### src/rtl/touch_rpt_pkg.sv
package touch_rpt_pkg;

  // Strobes from the sequencer to the datapath
  typedef struct packed {
    logic clrFrame;  // start of a new frame: reset count and pen flag
    logic capture;   // head word is being popped into the current slot
    logic emit;      // register the report outputs and pulse the strobe
  } dpCtrl_t;

  typedef enum logic [1:0] {
    ST_IDLE,
    ST_DRAIN,
    ST_GATHER,
    ST_REPORT
  } seqState_t;

endpackage

### src/rtl/touch_rpt_ctrl.sv
module touch_rpt_ctrl
  import touch_rpt_pkg::*;
(
  input  logic    clk,
  input  logic    rstN,
  input  logic    trigIn,
  input  logic    fifoEmpty,
  input  logic    fifoOverrun,
  input  logic    frameFull,
  output logic    fifoPop,
  output dpCtrl_t dpCtrl
);

  seqState_t state, stateNext;

  always_ff @(posedge clk) begin
    if (!rstN) state <= ST_IDLE;
    else       state <= stateNext;
  end

  always_comb begin
    stateNext = state;
    fifoPop   = 1'b0;
    dpCtrl    = '0;
    unique case (state)
      ST_IDLE: begin
        if (trigIn) begin
          dpCtrl.clrFrame = 1'b1;
          stateNext = fifoOverrun ? ST_DRAIN : ST_GATHER;
        end
      end
      ST_DRAIN: begin
        if (fifoEmpty) stateNext = ST_IDLE;
        else           fifoPop   = 1'b1;
      end
      ST_GATHER: begin
        if (fifoEmpty || frameFull) begin
          stateNext = ST_REPORT;
        end else begin
          fifoPop        = 1'b1;
          dpCtrl.capture = 1'b1;
        end
      end
      ST_REPORT: begin
        dpCtrl.emit = 1'b1;
        stateNext   = ST_IDLE;
      end
      default: stateNext = ST_IDLE;
    endcase
  end

  // a pop is only issued against a word that is present
  a_r2_pop_has_data: assert property (@(posedge clk) disable iff (!rstN)
    fifoPop |-> !fifoEmpty);

  // a drain that sees an empty FIFO returns to idle and never reports
  a_r1_drain_exit: assert property (@(posedge clk) disable iff (!rstN)
    (state == ST_DRAIN && fifoEmpty) |=> (state == ST_IDLE));

  // a drain never reaches the report state
  a_r1_drain_no_report: assert property (@(posedge clk) disable iff (!rstN)
    (state == ST_DRAIN) |=> (state != ST_REPORT));

  // a trigger while busy never restarts a frame
  a_r8_busy_no_restart: assert property (@(posedge clk) disable iff (!rstN)
    (state != ST_IDLE && trigIn) |=> !($past(state) == ST_DRAIN && state == ST_GATHER));

endmodule

### src/rtl/touch_rpt_dp.sv
module touch_rpt_dp
  import touch_rpt_pkg::*;
#(
  parameter int WORD_W     = 32,
  parameter int COORD_W    = 10,
  parameter int X_LSB      = 16,
  parameter int Y_LSB      = 0,
  parameter int PEN_BIT    = 31,
  parameter int FRAME_LEN  = 4,
  parameter int AVG_FIRST  = 1,
  parameter int AVG_SECOND = 2
) (
  input  logic               clk,
  input  logic               rstN,
  input  logic [WORD_W-1:0]  fifoData,
  input  dpCtrl_t            dpCtrl,
  output logic               frameFull,
  output logic               rptValid,
  output logic [COORD_W-1:0] rptX,
  output logic [COORD_W-1:0] rptY,
  output logic               rptTouch
);

  localparam int CNT_W = $clog2(FRAME_LEN + 1);
  localparam int N_TAP = 2;
  localparam logic [COORD_W-1:0] FULL_SCALE = {COORD_W{1'b1}};

  logic [CNT_W-1:0]   sampleCnt;
  logic               lastPenUp;
  logic [COORD_W-1:0] tapX [N_TAP];
  logic [COORD_W-1:0] tapY [N_TAP];
  logic [COORD_W-1:0] invX, invY;
  logic [COORD_W:0]   sumX, sumY;
  logic               frameGood;
  logic               unusedWordBits;

  assign invX = FULL_SCALE - fifoData[X_LSB +: COORD_W];
  assign invY = FULL_SCALE - fifoData[Y_LSB +: COORD_W];
  assign unusedWordBits = ^fifoData;

  always_ff @(posedge clk) begin
    if (!rstN || dpCtrl.clrFrame) sampleCnt <= '0;
    else if (dpCtrl.capture)      sampleCnt <= sampleCnt + 1'b1;
  end

  always_ff @(posedge clk) begin
    if (!rstN || dpCtrl.clrFrame) begin
      lastPenUp <= 1'b1;
    end else if (dpCtrl.capture && sampleCnt == CNT_W'(FRAME_LEN - 1)) begin
      lastPenUp <= fifoData[PEN_BIT];
    end
  end

  // Only the averaged slots keep their coordinates
  for (genvar t = 0; t < N_TAP; t++) begin : g_tap
    localparam int SLOT = (t == 0) ? AVG_FIRST : AVG_SECOND;
    always_ff @(posedge clk) begin
      if (!rstN) begin
        tapX[t] <= '0;
        tapY[t] <= '0;
      end else if (dpCtrl.capture && sampleCnt == CNT_W'(SLOT)) begin
        tapX[t] <= invX;
        tapY[t] <= invY;
      end
    end
  end

  assign frameFull = (sampleCnt == CNT_W'(FRAME_LEN));
  assign frameGood = frameFull && !lastPenUp;
  assign sumX = {1'b0, tapX[0]} + {1'b0, tapX[1]};
  assign sumY = {1'b0, tapY[0]} + {1'b0, tapY[1]};

  always_ff @(posedge clk) begin
    if (!rstN) begin
      rptValid <= 1'b0;
      rptTouch <= 1'b0;
      rptX     <= '0;
      rptY     <= '0;
    end else begin
      rptValid <= dpCtrl.emit;
      if (dpCtrl.emit) begin
        rptTouch <= frameGood;
        rptX     <= frameGood ? sumX[COORD_W:1] : '0;
        rptY     <= frameGood ? sumY[COORD_W:1] : '0;
      end
    end
  end

  // never more than a frame's worth of words
  a_r2_count_cap: assert property (@(posedge clk) disable iff (!rstN)
    sampleCnt <= CNT_W'(FRAME_LEN));

  // the strobe is one cycle wide
  a_r7_single_pulse: assert property (@(posedge clk) disable iff (!rstN)
    rptValid |=> !rptValid);

  // a release report carries a zero position
  a_r6_release_zero: assert property (@(posedge clk) disable iff (!rstN)
    (rptValid && !rptTouch) |-> (rptX == '0 && rptY == '0));

  // touch is only reported for a complete frame
  a_r4_touch_needs_full: assert property (@(posedge clk) disable iff (!rstN)
    (dpCtrl.emit && !frameFull) |=> !rptTouch);

endmodule

### src/rtl/touch_report_unit.sv
module touch_report_unit
  import touch_rpt_pkg::*;
#(
  parameter int WORD_W     = 32,
  parameter int COORD_W    = 10,
  parameter int X_LSB      = 16,
  parameter int Y_LSB      = 0,
  parameter int PEN_BIT    = 31,
  parameter int FRAME_LEN  = 4,
  parameter int AVG_FIRST  = 1,
  parameter int AVG_SECOND = 2
) (
  input  logic               clk,
  input  logic               rstN,
  input  logic               trigIn,
  input  logic [WORD_W-1:0]  fifoData,
  input  logic               fifoEmpty,
  input  logic               fifoOverrun,
  output logic               fifoPop,
  output logic               rptValid,
  output logic [COORD_W-1:0] rptX,
  output logic [COORD_W-1:0] rptY,
  output logic               rptTouch
);

  dpCtrl_t dpCtrl;
  logic    frameFull;

  touch_rpt_ctrl i_ctrl (
    .clk        (clk),
    .rstN       (rstN),
    .trigIn     (trigIn),
    .fifoEmpty  (fifoEmpty),
    .fifoOverrun(fifoOverrun),
    .frameFull  (frameFull),
    .fifoPop    (fifoPop),
    .dpCtrl     (dpCtrl)
  );

  touch_rpt_dp #(
    .WORD_W    (WORD_W),
    .COORD_W   (COORD_W),
    .X_LSB     (X_LSB),
    .Y_LSB     (Y_LSB),
    .PEN_BIT   (PEN_BIT),
    .FRAME_LEN (FRAME_LEN),
    .AVG_FIRST (AVG_FIRST),
    .AVG_SECOND(AVG_SECOND)
  ) i_dp (
    .clk      (clk),
    .rstN     (rstN),
    .fifoData (fifoData),
    .dpCtrl   (dpCtrl),
    .frameFull(frameFull),
    .rptValid (rptValid),
    .rptX     (rptX),
    .rptY     (rptY),
    .rptTouch (rptTouch)
  );

endmodule

### config.mk
export PLATFORM = sky130hd
export DESIGN_NAME = touch_report_unit
export DESIGN_NICKNAME = d
export VERILOG_FILES = /design/src/rtl/touch_rpt_pkg.sv /design/src/rtl/touch_rpt_ctrl.sv /design/src/rtl/touch_rpt_dp.sv /design/src/rtl/touch_report_unit.sv
export SDC_FILE = /design/constraint.sdc
export NUM_CORES = 1
export LEC_CHECK = 0
export ABC_AREA = 1
export BUFFER_PORTS_ARGS = -buffer_cell sky130_fd_sc_hd__buf_2
export CAP_MARGIN = 30
export CORE_MARGIN = 4
export CORE_UTILIZATION = 32
export DETAILED_ROUTE_END_ITERATION = 16
export REMOVE_ABC_BUFFERS = 1
export SETUP_SLACK_MARGIN = 0.4
export SLEW_MARGIN = 0
export SYNTH_ARGS = -nofsm -noshare
export SYNTH_HDL_FRONTEND = slang
export SYNTH_SLANG_ARGS = --single-unit
### constraint.sdc
create_clock -name clk -period 2.4 [get_ports clk]
set_input_delay 0.12 -clock clk [delete_from_list [all_inputs] [get_ports clk]]
set_output_delay 0.12 -clock clk [all_outputs]
set_load 0.005 [all_outputs]
# Yosys cells after proc, flatten, opt, wreduce, memory -nomap -nowiden
# Memory sizes are Yosys's and may differ from the RTL's.
# Index checks and enable logic that the tools add are counted.
# totals
reg_bits	28
ram_bits	40
input_bits	37
out_inout_bits	23
word_cells	63
mem_count	2
# classes
add_sub_neg	5
n_eq_ne	10
muxes	25
bitwise_logic	4
reduce_logical	10
# memory_table
memory	depth	width	rd	rd_clocked_by_memory_dff	write_ports	line	rtl
i_dp.tapX	2	10	2	0	2	touch_rpt_dp.sv:30	logic [COORD_W-1:0] tapX [N_TAP];
i_dp.tapY	2	10	2	0	2	touch_rpt_dp.sv:31	logic [COORD_W-1:0] tapY [N_TAP];
# ops
operator	count
10-bit two-way mux	6
10-bit by 10-bit adder with 11-bit output	2
10-bit subtractor (first input constant)	2
1-bit two-way mux	13
2-bit two-way mux	4
2-bit one-hot mux with 4 select lines	1
3-bit by 2-bit == test with 1-bit output (second input constant)	2
2-bit == test (second input constant)	2
1-bit logical AND	4
2-bit != test (second input constant)	2
1-bit bitwise OR	4
3-bit by 1-bit adder with 3-bit output (second input constant)	1
3-bit by 1-bit == test with 1-bit output (second input constant)	1
3-bit == test (second input constant)	1
3-bit AND reduction	1
2-bit by 1-bit == test with 1-bit output (second input constant)	1
1-bit logical NOT	2
2-bit logical NOT	1
1-bit logical OR	2
2-bit by 1-bit != test with 1-bit output (second input constant)	1
1-bit one-hot mux with 2 select lines	1

# Longest topological paths before layout
# Gate-level depths: netlist of the first run.
# logic_depth
word_depth	9
mapped_depth	13

# Modules after synthesis
# From an unflattened synthesis of the first run, not the netlist that was laid out.
# hier_totals
hier_cells	413
area_unflattened_um2	3545.9
# modules_own_cells
mod	n_inst	cells_each	area_per_inst_um2	seq_area_each_um2
touch_rpt_dp	1	380	3324.4	1721.7
touch_rpt_ctrl	1	33	221.5	40.0

# Worst setup path before layout of the first run
# Ideal clock, no wire load.
# synth_timing
kind	reg-to-reg
start	register i_dp.sampleCnt[0]
end	memory i_dp.tapX[0][0] (enable)
setup_ps	377
t_arrival_ps	1486
required_ps	2023
setup_slack_ps	537
stages_incl_launch_ff	9
n_path_buf	1
cell_sequence	dfxtp_1 > inv_1 > ha_1 > nand2_1 > inv_1 > nor2_2 > buf_4 > nand3_1 > nand2_1
# synth_lines
item	line	rtl
start, declared	touch_rpt_dp.sv:28	logic [CNT_W-1:0] sampleCnt;
start signal, assigned	touch_rpt_dp.sv:43	else if (dpCtrl.capture) sampleCnt <= sampleCnt + 1'b1;
end, declared	touch_rpt_dp.sv:30	

==> results of run 1 <==
[cells in the final DEF (no fill, tap or decap), types with 2 or more instances in the layout]
cell type	instances
nand2_1	105
nor2_1	59
buf_2	48
edfxtp_1	40
inv_1	33
a21oi_1	33
nand3_1	28
ha_1	28
dfxtp_1	28
clkbuf_8	10
o21ai_0	7
buf_4	6
o21bai_1	4
a21oi_2	3
nand3b_1	3
or2_2	3
inv_2	2
nand4_1	2
fa_1	2
clkinvlp_4	2
clkinv_4	2
buf_6	2
[registers in the layout (all words and copies together), names as in the netlist, 2 cells and up]
register	count
i_ctrl.state	2
i_dp.tapY	20
i_dp.sampleCnt	3
i_dp.rptY	10
i_dp.rptX	10
i_dp.tapX	20
[cells in the mapped netlist, types with 4 or more instances]
master / number
clkbuf_1: 4
dfxtp_1: 28
a21oi_1: 33
nand3_1: 28
nand2_1: 105
ha_1: 28
o21bai_1: 4
inv_1: 33
o21ai_0: 7
edfxtp_1: 40
nor2_1: 59
[how the worst min path moves through the flow]
stage / start / endpoint / slack, ns / cells after the start
6_report: trigIn / i_dp.lastPenUp / 0.03 / 3
5_1_grt: fifoData[1] / i_dp.tapY[0][1] / 0.02 / 2
4_1_cts: trigIn / i_dp.lastPenUp / 0.01 / 3
3_5_place_dp: fifoData[31] / i_dp.lastPenUp / 0.39 / 3
3_3_place_gp: fifoData[31] / i_dp.lastPenUp / 0.39 / 3
2_1_floorplan: rstN / i_dp.rptValid / 0.22 / 2
[timing repair]
action	in CTS	in global routing
endpoints found under the setup margin	41	41
pin swaps	0	1
gates resized for setup	2	2
hold buffers	1	0
hold endpoints to repair	1	0
buffers inserted	0	6
[power by group]
part | total, mW | switching, mW | internal (mW) | leakage (nW)
registers | 1.32 | 0.0326 | 1.29 | 0.639
logic | 0.506 | 0.307 | 0.199 | 1.18
clock network | 0.869 | 0.460 | 0.410 | 0.0894
[per-layer routing]
| metal | part of all wire (%) | track usage [%] | vias up |
|---|---|---|---|
| li1 | - | - | 1455 |
| met5 | 0 | 0 | - |
| met3 | 6.7 | 4.49 | 10 |
| met4 | 2.1 | 5.53 | 0 |
| met2 | 46 | 20.1 | 54 |
| met1 | 45 | 14.4 | 1256 |
[per-stage QoR]
stage | instances | setup slack (ns)
2_1_floorplan | 394 | 0.454
3_3_place_gp | 585 | 0.381
3_5_place_dp | 585 | 0.256
4_1_cts | 602 | 0.487
5_1_grt | 608 | 0.422
6_report | 608 | 0.583
[final cells by class]
cell class                 instances  area share (%)
timing repair buffer              58            8.08
inverter                          36            3.26
multi-input combinational        290            37.9
clock buffer                      10            3.29
clock inverter                     6            1.14
tap                              140            4.19
sequential                        68            42.2
[critical path, cell delays in order, from the launching register on]
cell and delay, ns:
edfxtp_1 0.36, nand2_1 0.17, inv_1 0.10, fa_1 0.41
nand3_1 0.11, nand2_1 0.10, nand3_1 0.10, nand2_1 0.08
nand2_1 0.07, nand2_1 0.05, nand2_1 0.06, a21oi_1 0.07
[logic make-up (layout without fill, tap and decap cells)]
kind of cell / Yosys count / count (layout) / share of synthesized area (%)
buf+inv: 46 / 110 / 5.74
fa+ha+maj: 30 / 30 / 11.0
flops: 68 / 68 / 49.9
xor+xnor: 1 / 1 / 0.248
compound gates: 52 / 52 / 8.64
simple gates: 207 / 207 / 24.5
==> results.md, run 1 <==
* First-pass GRT wire length at 12,300 µm
* Initial drt markers at 85
* Skew final at 0.0126 ns
* Status: finished clean
* RSZ-0062 raised after global routing: no
* Period minus WS final at 1.82 ns
* Clk_lat worst skew at 0.36 ns
* Clock transition at path regs at 0.08 ns
* GPL Wtd Cong at 0.840
* Filler cells at 1,110
* Worst setup EP type: flop
* Lkg Pwr at 1.91 nW
* Antenna diodes at 0
* Number of enable flip-flop cells after synthesis at 40
* Final #Nets at 530
* IO buf count at 48
* Gr usage total at 12.3%
* Synth Instances at 404
* Share of layout cells above drive strength 1 at 18.8%
* Crit path DAT at 2.04 ns
* Overflow after GRT at 0
* Slack of the worst reg-to-reg path at 0.58 ns
* R2r worst-path depth at 11
* Clock root buffer: clkbuf_8
* Critical Path RT at 2.62 ns
* Synth top area share at 34.0%
* Max Cap Viol at 0
* Area growth, synth to finish at 18.3%
* Worst hold-check path type: in -> reg
* Slew of the pin with the lowest slew margin at 0.729 ns
* Mapped Area at 3530 µm²
* Io pins at 60
* Pre-antenna DRT Iters at 4
* Asr flop ratio synth at 0%
* Number of nets with antenna violations after routing at 0
* DP Wirelength at 5420 µm
* Drt total wl at 7380 µm
* Vias at 2,775
* Post-layout util at 38.6%
* Endpoints failing setup at 0
* Avg Inst Size Synth at 8.75 µm²
* Core footprint at 10,800 µm²
* Antenna violations before repair at 0
* FF-to-FF Start: i_dp.tapX[1][0]
* Clock sinks at 68
* Post-DR vias/cell at 4.56
* Critical path origin: i_dp.tapX[1][0]
* CTS tree: yes
* Max IR drop VDD at 0.297 mV
* Clk buf depth at 2
* Synth top area cells: edfxtp_1, dfxtp_1, nand2_1, ha_1, nor2_1
* Area occupied by multi-input gates at 1580 µm²
* Distinct cells, synth at 33
* Reg2reg end: i_dp.rptX[9]
* DP Area at 3910 µm²
* Critical Path Sink: i_dp.rptX[9]
* Hold WS at 0.0311 ns
* #FFs+latches synth at 68
* H-tree depth at 3
* Vias in the first global route at 2,689
* Max Fclk at 0.550 GHz
* Die area at 12,800 µm²
* CTS Buf Count at 9
* WL/cell at 12.1 µm
* Post-layout instance area at 4180 µm²
* Crit path max fanout at 4
* Final hold vios at 0
* Synth Warn # at 0
* Top cell type by total area after synthesis: edfxtp_1
* Slew headroom at 51.3%
* Setup TNS at 0 ns
* Total chip power at 2.70 mW
* Sequential area share after synthesis at 49.9%
* Max Slew Vio Count at 0
* WS Path Type: reg -> reg
* Die W at 113 µm
* Main flop type after synthesis: edfxtp_1
* Starting Density at 32.6%
* Part of the cycle the worst path needs at 75.7%
* Register Area at 1760 µm²
* # rows at 38
* Power Density at 645 nW/µm²
* Startpoint Class: flop
* DR DRC count at 0
* Die span in y at 113 µm
* Largest net degree at the start of global routing at 23
(Power assumes the default switching activity.)
==> inputs of run 2 (changes only) <==
==> constraint.sdc (replaced) <==
create_clock -name clk -period 1.8 [get_ports clk]
set_input_delay 0.09 -clock clk [delete_from_list [all_inputs] [get_ports clk]]
set_output_delay 0.09 -clock clk [all_outputs]
set_load 0.005 [all_outputs]
==> run 2 against run 1 <==
  * Critical path depth shrank 1
  * Register-to-register slack worse by 0.42 ns
  * Hold slack lost 0.018 ns
  * Clock power up 61%
  * Critical path type is now reg -> out
==> results.md, run 2 (synthesized netlist as in run 1, its figures left out) <==
* DP Area at 3980 µm²
* DP Wirelength at 5540 µm
* Starting Density at 32.6%
* WL/cell at 14.4 µm
* Crit path max fanout at 3
* # rows at 38
* Period minus WS final at 1.65 ns
* Startpoint Class: flop
* Slew of the pin with the lowest slew margin at 0.498 ns
* Antenna violations before repair at 0
* Setup TNS at 0 ns
* DP Cell Count at 592
* WS Path Type: reg -> out
* CTS Buf Count at 9
* Status: finished clean
* GPL Wtd Cong at 0.868
* Power Density at 799 nW/µm²
* Hold WS at 0.0132 ns
* IO buf count at 48
* Initial drt markers at 133
* Vias in the first global route at 3,006
* Clk buf depth at 2
* Most frequent cells in the layout: nand2_1, buf_2, edfxtp_1
* Clock root buffer: clkbuf_8
* H-tree depth at 3
* Setup WS post-layout at 0.149 ns
* Share of layout cells above drive strength 1 at 46.8%
* Endpoints failing setup at 0
* Max Cap Viol at 0
* Critical Path RT at 1.71 ns
* Skew final at 0.0165 ns
* Slowest stage cell on the critical path: dfxtp_2
* Crit-path cells: inv_2 > ha_4 > nand2_2 > inv_2 > nor2_4 > buf_6 > buf_6 > a21oi_4 > nor2_1 > buf_2
* Max Fclk at 0.606 GHz
* CP peak stage delay at 0.33 ns
* Slew headroom at 66.7%
* Worst setup EP type: primary output
* Area growth, synth to finish at 54.1%
* Final #Nets at 588
* Io pins at 60
* First-pass GRT wire length at 14,400 µm
* Crit path DAT at 1.56 ns
* Clock sinks at 68
* Final hold vios at 0
* Total chip power at 4.35 mW
* Final Instance Count excl. Fillers at 667
* Bufs and invs on worst path at 5
* Max IR drop VDD at 0.431 mV
* Die span in y at 113 µm
* Die W at 113 µm
* Lkg Pwr at 2.30 nW
* Pre-antenna DRT Iters at 5
* DR DRC count at 0
* Post-layout util at 50.2%
* Drt total wl at 9640 µm
* Clk_lat worst skew at 0.36 ns
* Commonest non-fill, non-tap cell in the layout: nand2_1
* CP delay by family, top: buffers and inverters
* Die area at 12,800 µm²
* Largest net degree at the start of global routing at 23
* Post-layout instance area at 5450 µm²
* Overflow after GRT at 0
* Worst hold-check path type: in -> reg
* Pre-CTS WS at 0.0712 ns
* Number of nets with antenna violations after routing at 0
* Top Registers: i_dp.tapX: 20 flops, i_dp.tapY: 20 flops
* Core footprint at 10,800 µm²
* CTS tree: yes
* Max Slew Vio Count at 0
* Part of the cycle the worst path needs at 91.7%
* Post-DR vias/cell at 4.73
* Vias at 3,154
* RSZ-0062 raised after global routing: yes
* Gr usage total at 14.4%
* Clock transition at path regs at 0.08 ns
run 2: cell count changes in the layout (fill, tap and decap cells not counted), sizes merged:
cell,change
buf,+53
dlygate4sd3,+3
bufinv,+2
clkbuf,+2
inv,-2
diode,+1
run 2: final cells by class:
class | count | area, µm²
tap | 140 | 175
inverter | 36 | 145
fill | 951 | 5390
clock inverter | 6 | 88.8
antenna | 1 | 2.50
sequential | 68 | 1770
clock buffer | 10 | 128
multi-input combinational | 290 | 2150
timing repair buffer | 116 | 990
run 2: what timing repair did:
item,in CTS,in global routing
pin swaps,30,22
gates cloned,6,4
resized for setup,110,66
endpoints found under the hold margin,1,2
buffers inserted,24,20
hold buffers,2,2
endpoints found under the setup margin,107,107
run 2: final timing paths:
path	start	endpoint	slack [ns]	depth (start not counted)
setup / recovery	i_dp.sampleCnt[1]	fifoPop	0.15	10
hold / removal	fifoData[16]	i_dp.tapX[1][0]	0.01	2
setup reg to reg	i_dp.sampleCnt[1]	i_dp.tapY[0][2]	0.16	10
hold reg to reg	i_dp.rptY[6]	i_dp.rptY[6]	0.46	2
run 2: layer usage:
| metal | global-route usage [%] | part of all wire, % | up-vias |
|---|---|---|---|
| met5 | 0 | 0 | - |
| met4 | 5.45 | 2.2 | 0 |
| met3 | 4.55 | 4.9 | 18 |
| met2 | 24.2 | 50 | 68 |
| met1 | 17.2 | 43 | 1492 |
| li1 | - | - | 1576 |
run 2: power breakdown:
part           switching (mW)  internal (mW)  total, mW
clock network           0.615          0.780       1.40
registers              0.0620           1.73       1.79
logic                   0.605          0.562       1.17
